--- src/rtl/tap_tracker_pkg.sv ---
// Shared types for the sampling delay tracker.
package tap_tracker_pkg;
    // Operating mode of the tap controller.
    typedef enum logic {
        TRK_FOLLOW = 1'b0,  // paced phase tracking
        TRK_HOP    = 1'b1   // forced one-UI move after a boundary
    } trk_mode_e;
endpackage

--- src/rtl/tt_phase_detect.sv ---
// Early/late decision for one bitslice.
// Picks which of the two samples is the edge sample and which is the data
// sample, according to the bitslice role. Requests an increase when they
// match and a decrease when they differ. Also registers the data sample.
// Assumes both samples arrive aligned to clk.
module tt_phase_detect #(
    parameter bit IS_SLAVE = 1'b0
) (
    input  logic clk,
    input  logic rst_n,
    input  logic samp_p,
    input  logic samp_n,
    output logic want_up,
    output logic center_o
);
    logic edge_s;
    logic data_s;

    // Role selection: master uses n as data, slave uses p as data.
    generate
        if (IS_SLAVE) begin : g_slave
            assign edge_s = samp_n;
            assign data_s = samp_p;
        end else begin : g_master
            assign edge_s = samp_p;
            assign data_s = samp_n;
        end
    endgenerate

    // Decision: same value on both samples means the clock is early.
    assign want_up = (edge_s == data_s);

    // Register the data sample for the downstream data path.
    always_ff @(posedge clk) begin
        if (!rst_n) center_o <= 1'b0;
        else        center_o <= data_s;
    end
endmodule

--- src/rtl/tt_tap_track.sv ---
// Paced tap counter with lock detection and forced UI moves.
// Applies one step every UPD_INTERVAL cycles while tracking. It declares
// lock after LOCK_REVERSALS direction reversals in a row, and on reaching
// either end of the range it moves HOP_TAPS taps away from that end.
// Assumes 1 <= HOP_TAPS < TAP_MAX and UPD_INTERVAL >= 2.
module tt_tap_track
    import tap_tracker_pkg::*;
#(
    parameter int TAP_MAX        = 100,
    parameter int UPD_INTERVAL   = 8,
    parameter int HOP_TAPS       = 50,
    parameter int LOCK_REVERSALS = 4,
    localparam int TAP_W = $clog2(TAP_MAX + 1)
) (
    input  logic             clk,
    input  logic             rst_n,
    input  logic             want_up,
    output logic [TAP_W-1:0] tap_o,
    output logic             inc_o,
    output logic             dec_o,
    output logic             locked_o,
    output logic             hit_top,
    output logic             hit_bottom,
    output logic             lock_gain
);
    localparam int CNT_W = $clog2(UPD_INTERVAL);
    localparam int HOP_W = $clog2(HOP_TAPS + 1);
    localparam int REV_W = $clog2(LOCK_REVERSALS + 1);

    trk_mode_e        mode_q;
    logic [CNT_W-1:0] cnt_q;
    logic [HOP_W-1:0] hop_left_q;
    logic             hop_up_q;
    logic [REV_W-1:0] rev_q;
    logic [REV_W-1:0] rev_next;
    logic             last_up_q;
    logic             have_last_q;
    logic             apply;
    logic             reversal;

    // Step strobe: the last cycle of a pacing interval while tracking.
    assign apply = (mode_q == TRK_FOLLOW) && (cnt_q == CNT_W'(UPD_INTERVAL - 1));

    // Boundary detection on the step that is about to be applied.
    assign hit_top    = apply && want_up  && (tap_o == TAP_W'(TAP_MAX - 1));
    assign hit_bottom = apply && !want_up && (tap_o == TAP_W'(1));

    // Reversal counting for the lock decision.
    assign reversal = have_last_q && (want_up != last_up_q);
    always_comb begin
        if (!reversal)                               rev_next = '0;
        else if (rev_q == REV_W'(LOCK_REVERSALS))    rev_next = rev_q;
        else                                         rev_next = rev_q + 1'b1;
    end
    assign lock_gain = apply && !locked_o && !hit_top && !hit_bottom
                       && (rev_next == REV_W'(LOCK_REVERSALS));

    // Main sequencer: paced tracking, forced moves, lock flag.
    always_ff @(posedge clk) begin
        if (!rst_n) begin
            mode_q      <= TRK_FOLLOW;
            cnt_q       <= '0;
            tap_o       <= TAP_W'(TAP_MAX / 2);
            inc_o       <= 1'b0;
            dec_o       <= 1'b0;
            locked_o    <= 1'b0;
            hop_left_q  <= '0;
            hop_up_q    <= 1'b0;
            rev_q       <= '0;
            last_up_q   <= 1'b0;
            have_last_q <= 1'b0;
        end else begin
            inc_o <= 1'b0;
            dec_o <= 1'b0;
            case (mode_q)
                TRK_FOLLOW: begin
                    if (apply) begin
                        cnt_q       <= '0;
                        tap_o       <= want_up ? tap_o + 1'b1 : tap_o - 1'b1;
                        inc_o       <= want_up;
                        dec_o       <= !want_up;
                        last_up_q   <= want_up;
                        have_last_q <= 1'b1;
                        rev_q       <= rev_next;
                        if (lock_gain) locked_o <= 1'b1;
                        if (hit_top || hit_bottom) begin
                            mode_q     <= TRK_HOP;
                            hop_up_q   <= hit_bottom;
                            hop_left_q <= HOP_W'(HOP_TAPS);
                            locked_o   <= 1'b0;
                        end
                    end else begin
                        cnt_q <= cnt_q + 1'b1;
                    end
                end
                TRK_HOP: begin
                    tap_o      <= hop_up_q ? tap_o + 1'b1 : tap_o - 1'b1;
                    inc_o      <= hop_up_q;
                    dec_o      <= !hop_up_q;
                    hop_left_q <= hop_left_q - 1'b1;
                    if (hop_left_q == HOP_W'(1)) begin
                        mode_q      <= TRK_FOLLOW;
                        cnt_q       <= '0;
                        rev_q       <= '0;
                        have_last_q <= 1'b0;
                    end
                end
                default: mode_q <= TRK_FOLLOW;
            endcase
        end
    end

    // tap stays inside its range
    a_r3_tap_in_range: assert property (@(posedge clk) disable iff (!rst_n)
        tap_o <= TAP_W'(TAP_MAX));
    // strobes are exclusive
    a_r4_strobe_exclusive: assert property (@(posedge clk) disable iff (!rst_n)
        !(inc_o && dec_o));
    // an increment strobe matches a one-tap rise
    a_r4_inc_matches_tap: assert property (@(posedge clk) disable iff (!rst_n)
        inc_o |-> (tap_o == $past(tap_o) + 1'b1));
    // a decrement strobe matches a one-tap fall
    a_r4_dec_matches_tap: assert property (@(posedge clk) disable iff (!rst_n)
        dec_o |-> (tap_o == $past(tap_o) - 1'b1));
    // no lock during a forced move
    a_r6_unlocked_in_hop: assert property (@(posedge clk) disable iff (!rst_n)
        (mode_q == TRK_HOP) |-> !locked_o);
    // lock persists unless a boundary is hit
    a_r5_lock_sticky: assert property (@(posedge clk) disable iff (!rst_n)
        (locked_o && !hit_top && !hit_bottom) |=> locked_o);
endmodule

--- src/rtl/tt_event_filter.sv ---
// Reduces repeated boundary events to one pulse per kind.
// A pulse disables further pulses of its kind until lock is gained again.
// Assumes lock_gain is never high in the same cycle as a boundary event.
module tt_event_filter (
    input  logic clk,
    input  logic rst_n,
    input  logic hit_top,
    input  logic hit_bottom,
    input  logic lock_gain,
    output logic ovf_o,
    output logic unf_o
);
    logic top_armed_q;
    logic bottom_armed_q;

    // Pulse generation and per-kind arming.
    always_ff @(posedge clk) begin
        if (!rst_n) begin
            ovf_o          <= 1'b0;
            unf_o          <= 1'b0;
            top_armed_q    <= 1'b1;
            bottom_armed_q <= 1'b1;
        end else begin
            ovf_o <= hit_top && top_armed_q;
            unf_o <= hit_bottom && bottom_armed_q;
            if (lock_gain) begin
                top_armed_q    <= 1'b1;
                bottom_armed_q <= 1'b1;
            end else begin
                if (hit_top)    top_armed_q    <= 1'b0;
                if (hit_bottom) bottom_armed_q <= 1'b0;
            end
        end
    end

    // overflow pulse lasts one cycle
    a_r7_ovf_single: assert property (@(posedge clk) disable iff (!rst_n)
        ovf_o |=> !ovf_o);
    // underflow pulse lasts one cycle
    a_r7_unf_single: assert property (@(posedge clk) disable iff (!rst_n)
        unf_o |=> !unf_o);
    // a disarmed kind stays silent
    a_r7_disarmed_silent: assert property (@(posedge clk) disable iff (!rst_n)
        (!top_armed_q && !lock_gain) |=> !ovf_o);
endmodule

--- src/rtl/tap_tracker.sv ---
// Top of the sampling delay tracker for one bitslice.
// Joins the phase decision, the paced tap controller and the event filter.
// Assumes the samples come from an external delay line driven by tap_o.
module tap_tracker #(
    parameter bit IS_SLAVE       = 1'b0,
    parameter int TAP_MAX        = 100,
    parameter int UPD_INTERVAL   = 8,
    parameter int HOP_TAPS       = 50,
    parameter int LOCK_REVERSALS = 4,
    localparam int TAP_W = $clog2(TAP_MAX + 1)
) (
    input  logic             clk,
    input  logic             rst_n,
    input  logic             samp_p,
    input  logic             samp_n,
    output logic [TAP_W-1:0] tap_o,
    output logic             inc_o,
    output logic             dec_o,
    output logic             locked_o,
    output logic             ovf_o,
    output logic             unf_o,
    output logic             center_o
);
    logic want_up;
    logic hit_top;
    logic hit_bottom;
    logic lock_gain;

    tt_phase_detect #(.IS_SLAVE(IS_SLAVE)) u_pd (
        .clk      (clk),
        .rst_n    (rst_n),
        .samp_p   (samp_p),
        .samp_n   (samp_n),
        .want_up  (want_up),
        .center_o (center_o)
    );

    tt_tap_track #(
        .TAP_MAX        (TAP_MAX),
        .UPD_INTERVAL   (UPD_INTERVAL),
        .HOP_TAPS       (HOP_TAPS),
        .LOCK_REVERSALS (LOCK_REVERSALS)
    ) u_track (
        .clk        (clk),
        .rst_n      (rst_n),
        .want_up    (want_up),
        .tap_o      (tap_o),
        .inc_o      (inc_o),
        .dec_o      (dec_o),
        .locked_o   (locked_o),
        .hit_top    (hit_top),
        .hit_bottom (hit_bottom),
        .lock_gain  (lock_gain)
    );

    tt_event_filter u_filt (
        .clk        (clk),
        .rst_n      (rst_n),
        .hit_top    (hit_top),
        .hit_bottom (hit_bottom),
        .lock_gain  (lock_gain),
        .ovf_o      (ovf_o),
        .unf_o      (unf_o)
    );

    // the two pulse kinds never coincide
    a_r7_kinds_exclusive: assert property (@(posedge clk) disable iff (!rst_n)
        !(ovf_o && unf_o));
endmodule

--- config.mk ---
export PLATFORM = sky130hd
export DESIGN_NAME = tap_tracker
export DESIGN_NICKNAME = d
export VERILOG_FILES = /design/src/rtl/tap_tracker_pkg.sv /design/src/rtl/tt_phase_detect.sv /design/src/rtl/tt_tap_track.sv /design/src/rtl/tt_event_filter.sv /design/src/rtl/tap_tracker.sv
export SDC_FILE = /design/constraint.sdc
export NUM_CORES = 1
export LEC_CHECK = 0
export ABC_AREA = 1
export BUFFER_PORTS_ARGS = -buffer_cell sky130_fd_sc_hd__buf_2
export CAP_MARGIN = 15
export CORE_UTILIZATION = 30
export CTS_CLUSTER_DIAMETER = 40
export DETAILED_ROUTE_END_ITERATION = 6
export SYNTH_ARGS = -nofsm -noshare
export SYNTH_HDL_FRONTEND = slang
export SYNTH_SLANG_ARGS = --single-unit
--- constraint.sdc ---
create_clock -name clk -period 1.73 [get_ports clk]
set_input_delay 0.173 -clock clk [delete_from_list [all_inputs] [get_ports clk]]
set_output_delay 0.173 -clock clk [all_outputs]
set_load 0.005 [all_outputs]
Word-level counts from Yosys, hierarchy flattened
Cells that the tools add are included.

Flip-flop bits (word level): 31. Bits in latches: 0. Bits in writable memories: 0. Bits in read-only memories: 0. Input bits: 4. Output and inout port bits: 13. Logic and storage cells: 86. Memories: 0.

Add/subtract/negate cells: 5. Multipliers: 0. Divide/modulo/power cells: 0. Magnitude comparators: 0. Equal/unequal tests: 11. Shift-type cells: 0. Mux-type cells: 27. Bitwise logic cells: 2. Reduce and logical (&&, ||, !) cells: 25.

Operators with widths (count): $mux W7 (3); $mux W3 (5); $pmux W7 S2 (1); $logic_and A1 B1 Y1 (12); $mux W6 (2); $pmux W3 S2 (2); $pmux W6 S2 (1); $eq A3 B3 Y1 const B (3); $mux W1 (9); $pmux W1 S2 (4); $add A7 B1 Y7 const B (1); $eq A7 B1 Y1 const B (1); $eq A7 B7 Y1 const B (1); $sub A7 B1 Y7 const B (1); $add A3 B1 Y3 const B (2); $eq A6 B1 Y1 const B (1); $reduce_and A2 Y1 (3); $reduce_and A3 Y1 (2); $sub A6 B1 Y6 const B (1); $logic_not A1 Y1 (5); $ne A2 B2 Y1 const B (2); $ne A2 B1 Y1 const B (1); $not A1 Y1 (2); $reduce_bool A2 Y1 (1); other kinds (4) (4).

Depth between registers and ports, before layout
Gate-level depths: netlist of run 1.

Word-level depth: 10. Gate-level depth with buffers: 10. Gate-level depth less buffers: 10.

By module
A second synthesis of run 1 with hierarchy kept.

Cells, all modules: 244. Area total of the unflattened synthesis: 1710.4 µm².

By module, submodules not included: tt_tap_track (instances 1, cells each 220, area each 1536.5 µm², sequential area each 520.5 µm²); tt_event_filter (instances 1, cells each 16, area each 127.6 µm², sequential area each 80.1 µm²); tt_phase_detect (instances 1, cells each 8, area each 46.3 µm², sequential area each 20.0 µm²).

Least setup slack after synthesis of run 1
No wires, ideal clock.

Path type: register to register. Start point: register u_track.cnt_q[0]. End point: register u_track.tap_o[2]. Library setup time: 0.069 ns. Data arrival time: 1.385 ns. Required time: 1.661 ns. Setup slack: 0.276 ns. Cell stages (with the launch flop): 9. Path buffers: 0. Clock period less this slack: 1.454 ns. Path through: dfxtp_1 > ha_1 > ha_1 > nor2_2 > inv_1 > nand2_1 > xnor2_1 > nand3_1 > o21ai_1.

Cells in the longest elaborated chain, start to end: 3.

Ends and longest elaborated chain: start: declaration (RTL line tt_tap_track.sv:31) `logic [CNT_W-1:0] cnt_q;`; start signal: assignment (RTL line tt_tap_track.sv:93) `cnt_q <= cnt_q + 1'b1;`; $eq A3 B3 Y1 (RTL line tt_tap_track.sv:42) `assign apply = (mode_q == TRK_FOLLOW) && (cnt_q == CNT_W'(UPD_INTERVAL - 1));`; $logic_and A1 B1 Y1 (RTL line tt_tap_track.sv:42); $ne A2 B1 Y1 (no line); end signal: assignment (RTL line tt_tap_track.sv:63) `tap_o <= TAP_W'(TAP_MAX / 2);`; end signal: assignment (RTL line tt_tap_track.sv:79) `tap_o <= want_up ? tap_o + 1'b1 : tap_o - 1'b1;`; end signal: assignment (RTL line tt_tap_track.sv:97) `tap_o <= hop_up_q ? tap_o + 1'b1 : tap_o - 1'b1;`; end: declaration (RTL line tt_tap_track.sv:18) `output logic [TAP_W-1:0] tap_o,`.

Every way passes these cells. A chain may end at the register's enable or synchronous reset.

Worst setup path in the final report of run 1
Start point: register u_track.cnt_q[0]. End point: register u_track.tap_o[3].

The elaborated chain is that of the path after synthesis.

==> results of run 1 <==
## registers in the layout, summed over array words and instances, names as in the netlist
register,flops
u_track.have_last_q,1
u_filt.ovf_o,1
u_filt.unf_o,1
u_filt.top_armed_q,1
u_track.tap_o,7
u_track.hop_left_q,6
u_track.inc_o,1
u_filt.bottom_armed_q,1
u_track.hop_up_q,1
u_track.last_up_q,1
u_track.dec_o,1
u_track.mode_q,1
u_track.cnt_q,3
u_track.locked_o,1
u_track.rev_q,3
u_pd.center_o,1
## cells in the final DEF (no fill, tap or decap)
master,n
nor2_1,15
xnor2_1,2
o21ai_1,4
nand2_2,3
buf_4,4
bufinv_16,1
inv_1,21
o21ai_2,2
nand3b_1,2
nand3_2,1
nand2_1,60
nand2_8,1
nand4_1,3
o31ai_1,1
dfxtp_1,31
ha_2,1
o211ai_1,2
a21oi_1,16
nor2_2,4
buf_2,16
inv_2,6
nand3_4,1
nand3_1,19
a211oi_1,1
a21o_1,1
a21oi_2,3
nor2_4,2
xor2_1,6
clkbuf_8,6
o21ai_0,10
inv_8,1
clkinv_2,1
ha_1,8
nand2_4,1
nand4_4,1
## through the flow
stage | std cells | power (mW)
finish | 329 | 1.53
global route | 329 | 1.59
CTS | 329 | 1.55
detailed placement | 321 | 0.802
global placement | 321 | 0.801
floorplan | 233 | 0.779
## report_power, final
| part | switching, mW | internal [mW] |
|---|---|---|
| sequential | 0.00520 | 0.722 |
| combinational | 0.0376 | 0.0206 |
| clock | 0.280 | 0.466 |
| total | 0.323 | 1.21 |
## layout make-up
type / instances / area [sq um]
tap: 72 / 90.1
fill: 610 / 3520
clock buffer: 6 / 82.6
inverter: 28 / 113
multi-input combinational: 170 / 973
sequential: 31 / 621
timing repair buffer: 20 / 110
clock inverter: 2 / 35.0
## routing by layer
layer / global-route usage [%] / up-vias
li1: - / 805
met1: 16.1 / 660
met2: 21.3 / 28
met3: 3.72 / 6
met4: 6.11 / 0
met5: 0 / -
## synth_stat cells (all sizes together) (2+ instances only)
cell	count	area (sq um)
ha	9	113
xnor2	2	17.5
o211ai	2	15.0
o21ai	16	87.6
xor2	6	52.6
nand2	65	275
nand3	21	123
nand3b	2	15.0
dfxtp	31	621
nor2	21	104
nand4	4	40.0
a21oi	19	106
buf	3	26.3
inv	28	113
## final timing paths
path                              startpoint                       endpoint  slack, ns  depth (start not counted)
max            u_track.cnt_q[0]$_SDFFE_PN0P_  u_track.tap_o[3]$_SDFFE_PN0P_       0.21                         10
min                                   samp_n       u_pd.center_o$_SDFF_PN0_       0.13                          3
max reg2reg    u_track.cnt_q[0]$_SDFFE_PN0P_  u_track.tap_o[3]$_SDFFE_PN0P_       0.21                         10
min reg2reg  u_filt.top_armed_q$_SDFFE_PP1P_        u_filt.ovf_o$_SDFF_PN0_       0.43                          2
## worst max-delay path, stage by stage (launching register included)
cell     delay, ns
dfxtp_1       0.35
ha_1          0.16
ha_2          0.24
nand2_8       0.09
inv_2         0.08
nand2_1       0.08
o21ai_2       0.17
nand2_2       0.11
inv_2         0.07
nand2_1       0.05
o31ai_1       0.05
## logic make-up (layout without fill, tap and decap cells)
kind of cell / count (synthesis) / count (layout) / synth area share [%]
and+or+nand+nor: 113 / 113 / 32.1
AOI/OAI and AO/OA: 40 / 40 / 13.3
buffers and inverters: 32 / 56 / 8.22
DFF: 31 / 31 / 35.8
adders and majority gates: 9 / 9 / 6.49
xor gates and xnor gates: 8 / 8 / 4.04
==> impl_metrics.csv, run 1 <==
group,metric,value,unit
run_status,status,"complete, no violations",
clock_network,clock_latency,0.28,ns
routing,wl_met3,161,microns
global_routing,grt_max_degree,16,
clock_network,cts_root_buf,"clkbuf_8",
routing,drt_pass1_iterations,4,
clock_network,cts_setup_buffers,0,
clock_network,ctsLongestPathBuffers,2,
critical_path,critical_path_required,1.93,ns
yosys,synth_area_per_cell,7.44,sq um
sta,skew,0.00473,ns
placement,place_congestion,0.803,
critical_path,crit_path_start_kind,"flip-flop",
yosys,netlist_instances,233,
floorplan,die_y,78.0,microns
sta,holdWs,0.127,ns
yosys,syn-num-nets,246,
global_routing,grt_usage,13.2,%
sta,drv_slew,0,
worst_hold_path,hp-class,"input pin to flip-flop",
placement,dp_hpwl,2610,microns
finish,drive_gt1_share,21.4,%
critical_path,cp-end-kind,"flip-flop",
routing,via_count,1499,
sta,max_freq,656,MHz
routing,post-route-drc-count,0,
power_and_ir_drop,leakage,0.931,nW
routing,ant_nets,0,
sta,hold_viol_final,0,
routing,drt_iter0_markers,60,
routing,wl,3510,microns
yosys,synth_seq_cells,31,
yosys,netlist_area,1730,sq um
floorplan,rows,27,
clock_network,clk_pin_slew_worst_paths,0.07,ns
sta,relSlewSlack,64.1,%
critical_path,path_max_fanout,7,
yosys,synthFlopType,"dfxtp_1",
sta,timing.final.crit_share,88.1,%
finish,final_core_util,36.5,%
floorplan,core,5540,sq um
job,drv_cap,0,
placement,place_ws,0.160,ns
sta,worst_pin_slew,0.538,ns
yosys,async_flop_share,0,%
global_routing,grt_pass1_vias,1425,
routing,vias_per_cell,4.56,
sta,layout_setup_ws,0.206,ns
finish,fin_nets,269,
sta,rsz0062_at_grt,"no",
yosys,synth-seq-area-share,35.8,%
clock_network,hold_buffers,0,
routing,wl_met2,1520,microns
power_and_ir_drop,vdd_drop_max,0.381,mV
critical_path,timing.critical_path.arrival,1.72,ns
global_routing,grt_overflow_total,0,
yosys,synth_edf_count,0,
clock_network,cts_tree,"built",
placement,placement.cell_area,1900,sq um
finish,syn_to_final_growth,16.7,%
sta,fin_crit,1.52,ns
yosys,ys.warnings.count,0,
global_routing,antenna_found_initial,0,
floorplan,start_util,31.3,%
routing,drt-met1-wl,1750,microns
finish,design_area,2020,sq um
clock_network,cts_sinks,31,
floorplan,io_pins,17,
clock_network,cts_inserted_buffers,5,
floorplan,die_area,6090,sq um
power_and_ir_drop,power_density,756,nW/um^2
clock_network,h-tree-depth,2,
floorplan,fp.dieW,78.0,microns
routing,highest_layer,"met4",
yosys,synthDistinctLibCells,32,
placement,io_buffers,16,
global_routing,grt_pass1_wl,6260,microns
sta,tns,0,ns
finish,antennaDiodeCount,0,
critical_path,crit_type,"flip-flop to flip-flop",
sta,setup_viol,0,
clock_network,cts_resized,0,
routing,drt-wirelength-per-cell,10.7,microns
Note: power is estimated with default switching activity, not from simulation.
==> inputs of run 2 (changes only) <==
- CELL_PAD_IN_SITES_DETAIL_PLACEMENT: default -> 1
- CELL_PAD_IN_SITES_GLOBAL_PLACEMENT: default -> 2
- PLACE_DENSITY_LB_ADDON: default -> 0.1
==> run 2 against run 1 <==
Against the previous run:
- clock skew is 0.0020 ns higher
- maximum frequency is 2.5% lower
- first-iteration DRC count is 10% higher
- sequential share of layout area is 0.29 points higher
- utilization is 0.34 points lower
- die area stayed put
- critical path type unchanged
- highest routed layer unchanged
==> impl_metrics.csv, run 2 (same netlist as run 1, synthesis figures left out) <==
group,metric,value,unit
global_routing,met1_usage,21.9,%
sta,drv_slew,0,
critical_path,critical_path_required,1.93,ns
sta,rsz0062_at_grt,"no",
routing,wl,4230,microns
power_and_ir_drop,power,1.34,mW
finish,reg_top3,"u_track.tap_o (7), u_track.hop_left_q (6)",
global_routing,grt_usage,15.9,%
critical_path,rr_endpoint,"u_track.rev_q[2]$_SDFFE_PN0P_",
sta,tns,0,ns
finish,largest-register,"u_track.tap_o",
finish,layout_commonest_cell,"nand2_1",
critical_path,cp_slowest_stage_delay,0.32,ns
worst_hold_path,worstHoldStart,"samp_n",
clock_network,h-tree-depth,2,
sta,skew,0.00669,ns
finish,largest_register_ffs,7,
clock_network,cts_resized,0,
finish,antennaDiodeCount,0,
floorplan,die_y,78.0,microns
clock_network,cts_setup_buffers,0,
clock_network,clock_latency,0.28,ns
clock_network,hold_buffers,0,
global_routing,grt_pass1_wl,7470,microns
clock_network,clk_pin_slew_worst_paths,0.07,ns
critical_path,critPathTopFamily,"simple AND/OR/NAND/NOR gates",
clock_network,cts_root_buf,"clkbuf_8",
sta,max_freq,640,MHz
sta,holdWs,0.141,ns
job,drv_cap,0,
worst_hold_path,hp-class,"input pin to flip-flop",
finish,design_area,2010,sq um
floorplan,io_pins,17,
global_routing,gr-usage-met3,4.19,%
routing,drt_pass1_iterations,4,
power_and_ir_drop,power_density,670,nW/um^2
placement,placement.cell_area,1910,sq um
critical_path,path_max_fanout,5,
critical_path,crit_type,"flip-flop to flip-flop",
sta,timing.final.crit_share,90.4,%
power_and_ir_drop,vdd_drop_max,0.215,mV
clock_network,ctsLongestPathBuffers,2,
floorplan,start_util,31.3,%
routing,via_count,1530,
finish,drive_gt1_share,21.7,%
routing,vias_per_cell,4.64,
critical_path,timing.critical_path.arrival,1.76,ns
clock_network,cts_inserted_buffers,5,
global_routing,antenna_found_initial,0,
floorplan,die_area,6090,sq um
sta,layout_setup_ws,0.167,ns
global_routing,grt_use_met2,24.0,%
critical_path,crit_slowest_cell,"dfxtp_1",
global_routing,grt_pass1_vias,1535,
power_and_ir_drop,leakage,0.924,nW
finish,fin_nets,270,
critical_path,rr_worst_depth,7,
sta,setup_viol,0,
finish,final_cell_mix,"nand2_1, dfxtp_1, inv_1, nand3_1",
critical_path,cp-end-kind,"flip-flop",
global_routing,grt_max_degree,16,
clock_network,cts_sinks,31,
routing,post-route-drc-count,0,
critical_path,crit_path_start_kind,"flip-flop",
worst_hold_path,min_to,"u_pd.center_o$_SDFF_PN0_",
sta,relSlewSlack,77.2,%
sta,hold_viol_final,0,
placement,dp_hpwl,3260,microns
critical_path,r2r_slack,0.17,ns
critical_path,crit_path_cell_trace,"ha_1 > ha_2 > nor2_2 > inv_1 > nand2_1 > nand2_1 > a21oi_1",
critical_path,crit_path_start,"u_track.cnt_q[0]$_SDFFE_PN0P_",
placement,place_ws,0.121,ns
run_status,status,"complete, no violations",
critical_path,reg2reg_from,"u_track.cnt_q[0]$_SDFFE_PN0P_",
clock_network,cts_tree,"built",
placement,io_buffers,16,
global_routing,grt_overflow_total,0,
critical_path,cp_common_cell,"nand2_1",
routing,drt-wirelength-per-cell,12.8,microns
floorplan,core,5540,sq um
placement,place_congestion,0.796,
sta,fin_crit,1.56,ns
routing,drt_iter0_markers,66,
worst_hold_path,holdPathStages,3,
sta,worst_pin_slew,0.341,ns
global_routing,gr-max-usage-layer,"met2",
routing,ant_nets,0,
floorplan,rows,27,
floorplan,fp.dieW,78.0,microns
critical_path,cp_num_buf_inv,1,
finish,syn_to_final_growth,15.7,%
[run 2: through the flow]
stage                     cells  util (%)
after floorplan             233         -
after global placement      322      34.5
after detailed placement    322      34.5
after CTS                   330      36.0
after global routing        330      36.2
final                       330      36.2
[run 2: area by class of cell]
cell class	count	area (sq um)
Inverter	28	113
Fill cell	721	3530
Tap cell	72	90.1
Clock inverter	3	15.0
Clock buffer	5	68.8
Multi-Input combinational cell	170	981
Timing Repair Buffer	21	118
Sequential cell	31	621
[run 2: tightest hold or removal path: stages]
cell     delay (ns)
buf_2          0.12
nand2_1        0.06
inv_1          0.05
[run 2: where the power goes]
| part | internal, mW | switching (mW) |
|---|---|---|
| registers | 0.722 | 0.00530 |
| logic | 0.0208 | 0.0394 |
| clock network | 0.275 | 0.281 |
| total | 1.02 | 0.325 |
[run 2: how the worst max path moves through the flow]
stage	slack [ns]	cells past startpoint	end
after floorplan	0.28	8	u_track.tap_o[2]$_SDFFE_PN0P_
after global placement	0.16	9	u_track.locked_o$_SDFFE_PN0P_
after global routing	0.03	7	u_track.rev_q[2]$_SDFFE_PN0P_
final	0.17	7	u_track.rev_q[2]$_SDFFE_PN0P_
after detailed placement	0.12	7	u_track.rev_q[2]$_SDFFE_PN0P_
after CTS	0.1	7	u_track.rev_q[2]$_SDFFE_PN0P_
[run 2: layer usage]
metal,up-vias,routed length (microns)
li1,799,-
met1,705,2200
met4,0,32
met3,2,140
met2,24,1860
met5,-,0
